--- src/rtl/mis_pkg.sv ---
package mis_pkg;
  typedef enum logic [1:0] {
    ST_IDLE = 2'd0,
    ST_DATA = 2'd1,
    ST_ZLP  = 2'd2
  } mis_state_e;
endpackage

--- src/rtl/mis_len_sel.sv ---
module mis_len_sel #(
  parameter int CNT_W  = 16,
  parameter int SIZE_W = 11
) (
  input  logic              busy,
  input  logic              in_zlp,
  input  logic [CNT_W-1:0]  total_q,
  input  logic [CNT_W-1:0]  sent_q,
  input  logic [SIZE_W-1:0] size_q,
  output logic [SIZE_W-1:0] cur_len
);
  localparam int PAD_W = CNT_W - SIZE_W;

  // smaller of remaining bytes and packet size
  function automatic logic [SIZE_W-1:0] pick_len(
    input logic [CNT_W-1:0]  remain,
    input logic [SIZE_W-1:0] size
  );
    logic [CNT_W-1:0] size_ext;
    size_ext = {{PAD_W{1'b0}}, size};
    if (remain < size_ext) pick_len = remain[SIZE_W-1:0];
    else                   pick_len = size;
  endfunction

  logic [CNT_W-1:0] remain;
  assign remain = total_q - sent_q;

  always_comb begin
    if (!busy || in_zlp) cur_len = '0;
    else                 cur_len = pick_len(remain, size_q);
  end
endmodule

--- src/rtl/mis_seq.sv ---
module mis_seq
  import mis_pkg::*;
#(
  parameter int CNT_W  = 16,
  parameter int SIZE_W = 11
) (
  input  logic              clk,
  input  logic              rst_n,
  input  logic [CNT_W-1:0]  cfg_total,
  input  logic [SIZE_W-1:0] cfg_ep_size,
  input  logic              cfg_auto_zlp,
  input  logic              cfg_start,
  input  logic              tok_in,
  input  logic              ack_in,
  input  logic [SIZE_W-1:0] cur_len,
  output logic [CNT_W-1:0]  total_q,
  output logic [SIZE_W-1:0] size_q,
  output logic [CNT_W-1:0]  sent_q,
  output logic              busy,
  output logic              in_zlp,
  output logic              armed,
  output logic              start_evt,
  output logic              acc_evt,
  output logic              fin_evt
);
  localparam int PAD_W = CNT_W - SIZE_W;

  function automatic logic [CNT_W-1:0] add_len(
    input logic [CNT_W-1:0]  base,
    input logic [SIZE_W-1:0] len
  );
    add_len = base + {{PAD_W{1'b0}}, len};
  endfunction

  mis_state_e       state;
  logic             zlp_q;
  logic             is_short;
  logic             hit_total;
  logic             to_zlp;
  logic [CNT_W-1:0] sum;

  assign busy      = (state != ST_IDLE);
  assign in_zlp    = (state == ST_ZLP);
  assign start_evt = cfg_start && !busy;
  assign acc_evt   = busy && armed && ack_in;
  assign sum       = add_len(sent_q, cur_len);
  assign is_short  = (cur_len < size_q);
  assign hit_total = (sum == total_q);
  assign fin_evt   = acc_evt && (is_short || (hit_total && !zlp_q));
  assign to_zlp    = acc_evt && !is_short && hit_total && zlp_q;

  always_ff @(posedge clk or negedge rst_n) begin
    if (!rst_n) begin
      state   <= ST_IDLE;
      total_q <= '0;
      size_q  <= '0;
      zlp_q   <= 1'b0;
      sent_q  <= '0;
      armed   <= 1'b0;
    end else begin
      if (start_evt) begin
        state   <= ST_DATA;
        total_q <= cfg_total;
        size_q  <= cfg_ep_size;
        zlp_q   <= cfg_auto_zlp;
        sent_q  <= '0;
        armed   <= 1'b0;
      end else if (fin_evt) begin
        state  <= ST_IDLE;
        sent_q <= '0;
        armed  <= 1'b0;
      end else if (acc_evt) begin
        sent_q <= sum;
        armed  <= 1'b0;
        if (to_zlp) state <= ST_ZLP;
      end else if (busy && tok_in) begin
        armed <= 1'b1;
      end
    end
  end
endmodule

--- src/rtl/mis_done_flag.sv ---
module mis_done_flag (
  input  logic clk,
  input  logic rst_n,
  input  logic fin_evt,
  input  logic done_clr,
  output logic xfer_done
);
  always_ff @(posedge clk or negedge rst_n) begin
    if (!rst_n)        xfer_done <= 1'b0;
    else if (fin_evt)  xfer_done <= 1'b1;
    else if (done_clr) xfer_done <= 1'b0;
  end
endmodule

--- src/rtl/mis_splitter.sv ---
module mis_splitter #(
  parameter int CNT_W  = 16,
  parameter int SIZE_W = 11
) (
  input  logic              clk,
  input  logic              rst_n,
  input  logic [CNT_W-1:0]  cfg_total,
  input  logic [SIZE_W-1:0] cfg_ep_size,
  input  logic              cfg_auto_zlp,
  input  logic              cfg_start,
  input  logic              done_clr,
  input  logic              tok_in,
  input  logic              ack_in,
  output logic [SIZE_W-1:0] pkt_len,
  output logic              busy,
  output logic [CNT_W-1:0]  sent_bytes,
  output logic              xfer_done
);
  logic [CNT_W-1:0]  total_q;
  logic [SIZE_W-1:0] size_q;
  logic [CNT_W-1:0]  sent_q;
  logic [SIZE_W-1:0] cur_len;
  logic              in_zlp;
  logic              armed;
  logic              start_evt;
  logic              acc_evt;
  logic              fin_evt;

  mis_len_sel #(.CNT_W(CNT_W), .SIZE_W(SIZE_W)) u_len (
    .busy    (busy),
    .in_zlp  (in_zlp),
    .total_q (total_q),
    .sent_q  (sent_q),
    .size_q  (size_q),
    .cur_len (cur_len)
  );

  mis_seq #(.CNT_W(CNT_W), .SIZE_W(SIZE_W)) u_seq (
    .clk          (clk),
    .rst_n        (rst_n),
    .cfg_total    (cfg_total),
    .cfg_ep_size  (cfg_ep_size),
    .cfg_auto_zlp (cfg_auto_zlp),
    .cfg_start    (cfg_start),
    .tok_in       (tok_in),
    .ack_in       (ack_in),
    .cur_len      (cur_len),
    .total_q      (total_q),
    .size_q       (size_q),
    .sent_q       (sent_q),
    .busy         (busy),
    .in_zlp       (in_zlp),
    .armed        (armed),
    .start_evt    (start_evt),
    .acc_evt      (acc_evt),
    .fin_evt      (fin_evt)
  );

  mis_done_flag u_done (
    .clk       (clk),
    .rst_n     (rst_n),
    .fin_evt   (fin_evt),
    .done_clr  (done_clr),
    .xfer_done (xfer_done)
  );

  assign pkt_len    = cur_len;
  assign sent_bytes = sent_q;
endmodule

--- config.mk ---
export PLATFORM = sky130hd
export DESIGN_NAME = mis_splitter
export DESIGN_NICKNAME = d
export VERILOG_FILES = /design/src/rtl/mis_pkg.sv /design/src/rtl/mis_len_sel.sv /design/src/rtl/mis_seq.sv /design/src/rtl/mis_done_flag.sv /design/src/rtl/mis_splitter.sv
export SDC_FILE = /design/constraint.sdc
export NUM_CORES = 1
export LEC_CHECK = 0
export BUFFER_PORTS_ARGS = -buffer_cell sky130_fd_sc_hd__buf_2
export CORE_ASPECT_RATIO = 1.2
export CORE_MARGIN = 2
export CORE_UTILIZATION = 50
export CTS_CLUSTER_DIAMETER = 40
export DETAILED_ROUTE_END_ITERATION = 7
export PLACE_DENSITY = 0.71
export SLEW_MARGIN = 5
export SYNTH_ARGS = -nofsm -noshare
export SYNTH_HDL_FRONTEND = slang
export SYNTH_HIERARCHICAL = 1
export SYNTH_SLANG_ARGS = --single-unit
--- constraint.sdc ---
create_clock -name clk -period 13.65 [get_ports clk]
set_input_delay 2.73 -clock clk [delete_from_list [all_inputs] [get_ports clk]]
set_output_delay 2.73 -clock clk [all_outputs]
set_load 0.1 [all_outputs]
==> flow_summary_export.csv <==
group,metric,value,unit
finish,fin_nets,660,
global_routing,grt_pass1_vias,4118,
timing,fin_crit,7907,ps
floorplan,start_util,0.5097,
timing,finalHoldViolations,0,
placement,port_buffers,62,
timing,hold_ws,495.0,ps
finish,fin_cells,699,
yosys,synth.avg_cell_area,8.612,µm²
clock_tree,cts_setup_buffers,0,
drt,detail_route.wl_per_cell,18.57,µm
clock_tree,cts_buffers,5,
timing,rsz0062_at_grt,"no",
clock_tree,clock_path_buffers,2,
setup_path,r2r_start,"u_seq/sent_q[0]",
yosys,synthArstFlopShare,1.000,
floorplan,io_pins,63,
global_routing,track_usage,0.2716,
clock_tree,clockRootBuffer,"clkbuf_8",
floorplan,fp.dieArea,9894,µm²
drt,highest_layer,"met4",
floorplan,die_h,108.6,µm
floorplan,fp-row-count,38,
timing,setup_tns,0,ps
clock_tree,clk_pin_slew,100,ps
finish,antennaDiodeCount,0,
yosys,syn_area,4556,µm²
floorplan,die-width,91.14,µm
setup_path,crit_fanout,10,
yosys,syn_nets,611,
drt,dr_wl_met2,6461,µm
hold_path,hold_path_depth,1,
timing,max_freq,126.5,MHz
global_routing,grt_pass1_wl,21040,µm
setup_path,rrSetupSlack,6200,ps
drt,drt_iter0_drc,212,
placement,dp_hpwl,10180,µm
placement,dp_cells,691,
setup_path,r2r_end,"u_seq/sent_q[12]",
setup_path,rr_worst_depth,28,
clock_tree,ctsHtreeMaxLevel,2,
setup_path,slowest_stage,"buf_2",
setup_path,cp_cell_sequence,"ha_1, fa_1, nor2b_1, o2111ai_1, nand3_1, a31o_2, a21oi_1, xnor2_1, ha_1, a221oi_1, o31ai_1, a2111o_1, a211oi_1, and4_1, nand3_1, a21oi_1, buf_2",
run_status,status,"finished, final reports clean",
yosys,ys_seq_area_frac,0.2637,
drt,drc,0,
yosys,ys.flop_type,"dfrtp_1",
global_routing,grt_antenna_before_repair,0,
setup_path,cp.required,10920,ps
yosys,ys.warnings.count,6,
timing,worst_slew_pin_slew,1151,ps
drt,vias,4186,
global_routing,overflow,0,
yosys,syn_inst,529,
yosys,ys_ff_latch,48,
clock_tree,cts_repair_resize_count,0,
clock_tree,cts.sinks,48,
hold_path,whs_endpoint,"u_done/xfer_done",
timing,setup_viol,0,
finish,drive_gt1_frac,0.1865,
drt,drtAntennaViolNets,0,
setup_path,worstSetupEndpointType,"output port",
placement,gp_congestion,0.8958,
hold_path,hold_class,"register to register",
global_routing,grt_max_degree,49,
timing,clock_skew,6.224,ps
hold_path,hold_start,"u_done/xfer_done",
drt,totalWireLength,12980,µm
setup_path,cp-start-kind,"register",
drt,vias_per_cell,5.989,
yosys,synth_cell_types,75,
timing,fin_crit_sh,0.5793,
setup_path,arrival,5180,ps
clock_tree,clock_latency,310,ps
finish,syn2layout_area_growth,10.27,%
flow_run,cap_violations,0,
setup_path,cpPeakStageDelay,510,ps
drt,first_pass_iters,4,
drt,wl_met3,543,µm
drt,m1WireLength,5566,µm
setup_path,worstSetupPathType,"register to output port",
timing,drv_slew,0,
clock_tree,cts_hold_buf,0,
floorplan,core,8939,µm²
clock_tree,cts_tree,"yes",
timing,slew_headroom,0.2296,
yosys,synth_edf_count,0,
==> cell usage after synthesis, drive strengths merged (4+ instances only) <==
cell type	number	share of area
a22o	6	0.012
o21a	13	0.023
or3	7	0.0099
a211oi	4	0.0066
xor2	11	0.021
and3	4	0.0066
clkbuf	12	0.012
inv	57	0.047
o21ai	41	0.048
nand2	34	0.028
ha	46	0.13
nor3	12	0.013
a21oi	23	0.025
o211ai	4	0.0066
nor2b	7	0.0096
buf	9	0.016
o22ai	5	0.0069
xnor2	25	0.048
o31ai	12	0.021
nand2b	4	0.0055
o2111ai	4	0.0077
nand4	17	0.023
dfrtp	48	0.26
a21o	13	0.022
mux2	18	0.044
nand3	16	0.018
nor2	29	0.025
==> worst max-delay path, delay by kind of cell, from the launching register on <==
kind	cells	cell delay (ps)
AOI/OAI and AO/OA	8	1780
xor gates and xnor gates	1	200
adders and majority gates	3	920
buffers and inverters	1	510
DFF	1	440
and+or+nand+nor	4	1010
==> how the worst max path moves through the flow <==
stage               slack (ps)  cells after the start                to             start
global placement          6210                     15       pkt_len[10]  u_seq/total_q[6]
finish                    5740                     17       pkt_len[10]   u_seq/sent_q[0]
detailed placement        6150                     15       pkt_len[10]  u_seq/total_q[6]
floorplan                 5100                     27  u_seq/sent_q[12]   u_seq/sent_q[6]
CTS                       5780                     15       pkt_len[10]  u_seq/total_q[6]
global route              5410                     18       pkt_len[10]  u_seq/total_q[0]
==> cell type report <==
class,count,area [µm²]
tap,120,150.1
sequential,48,1201
inverter,57,214.0
fill,863,3915
timing repair buffer,63,317.8
clock buffer,6,82.58
clock inverter,2,38.79
multi-input combinational,403,3019
==> sequential cells by signal, summed over array words and instances, names as in the netlist <==
signal,count
u_seq/sent_q,16
u_seq/zlp_q,1
u_seq/size_q,11
u_done/xfer_done,1
u_seq/total_q,16
u_seq/state,2
u_seq/armed,1
==> logic make-up (layout without fill, tap and decap cells) <==
group                      after synthesis  in the layout  synth area share
adders and majority gates               48             48            0.1351
xor gates and xnor gates                37             37           0.07415
AOI/OAI and AO/OA                      154            154            0.2414
DFF                                     48             48            0.2637
and+or+nand+nor                        145            145            0.1637
muxes                                   19             19           0.04669
buffers and inverters                   78            128           0.07525
==> cells in the final DEF, fill, tap and decap left out, types with 3 or more instances in the layout <==
cell and count:
a2111oi_0 3, a211oi_1 4, a21o_1 12, a21oi_1 23, a22o_1 6, and3_1 3
buf_2 62, clkbuf_8 6, dfrtp_1 48, ha_1 46, inv_1 57, mux2_2 18
nand2_1 34, nand2b_1 4, nand3_1 16, nand4_1 17, nor2_1 26, nor2b_1 7
nor3_1 12, o2111ai_1 4, o211ai_1 4, o21a_1 12, o21ai_0 38, o22ai_1 5
o31ai_1 11, or3_1 6, xnor2_1 25, xor2_1 11
==> metrics by stage <==
stage | util | instance area (µm²) | worst slack, ps
after floorplan | - | 4556 | 5101
after global placement | 0.5484 | 4902 | 6206
after detailed placement | 0.5484 | 4902 | 6148
after CTS | 0.5620 | 5024 | 5782
after global routing | 0.5620 | 5024 | 5405
final | 0.5620 | 5024 | 5743
==> layer usage <==
| metal | global-route usage | up-vias |
|---|---|---|
| met3 | 0.02857 | 31 |
| li1 | - | 2021 |
| met5 | 0 | - |
| met2 | 0.4804 | 131 |
| met1 | 0.3433 | 2003 |
| met4 | 0.09957 | 0 |
Power is left out: the tool's default activity adds up to more than one toggle a clock period on the data nets, which glitch-free logic cannot reach.
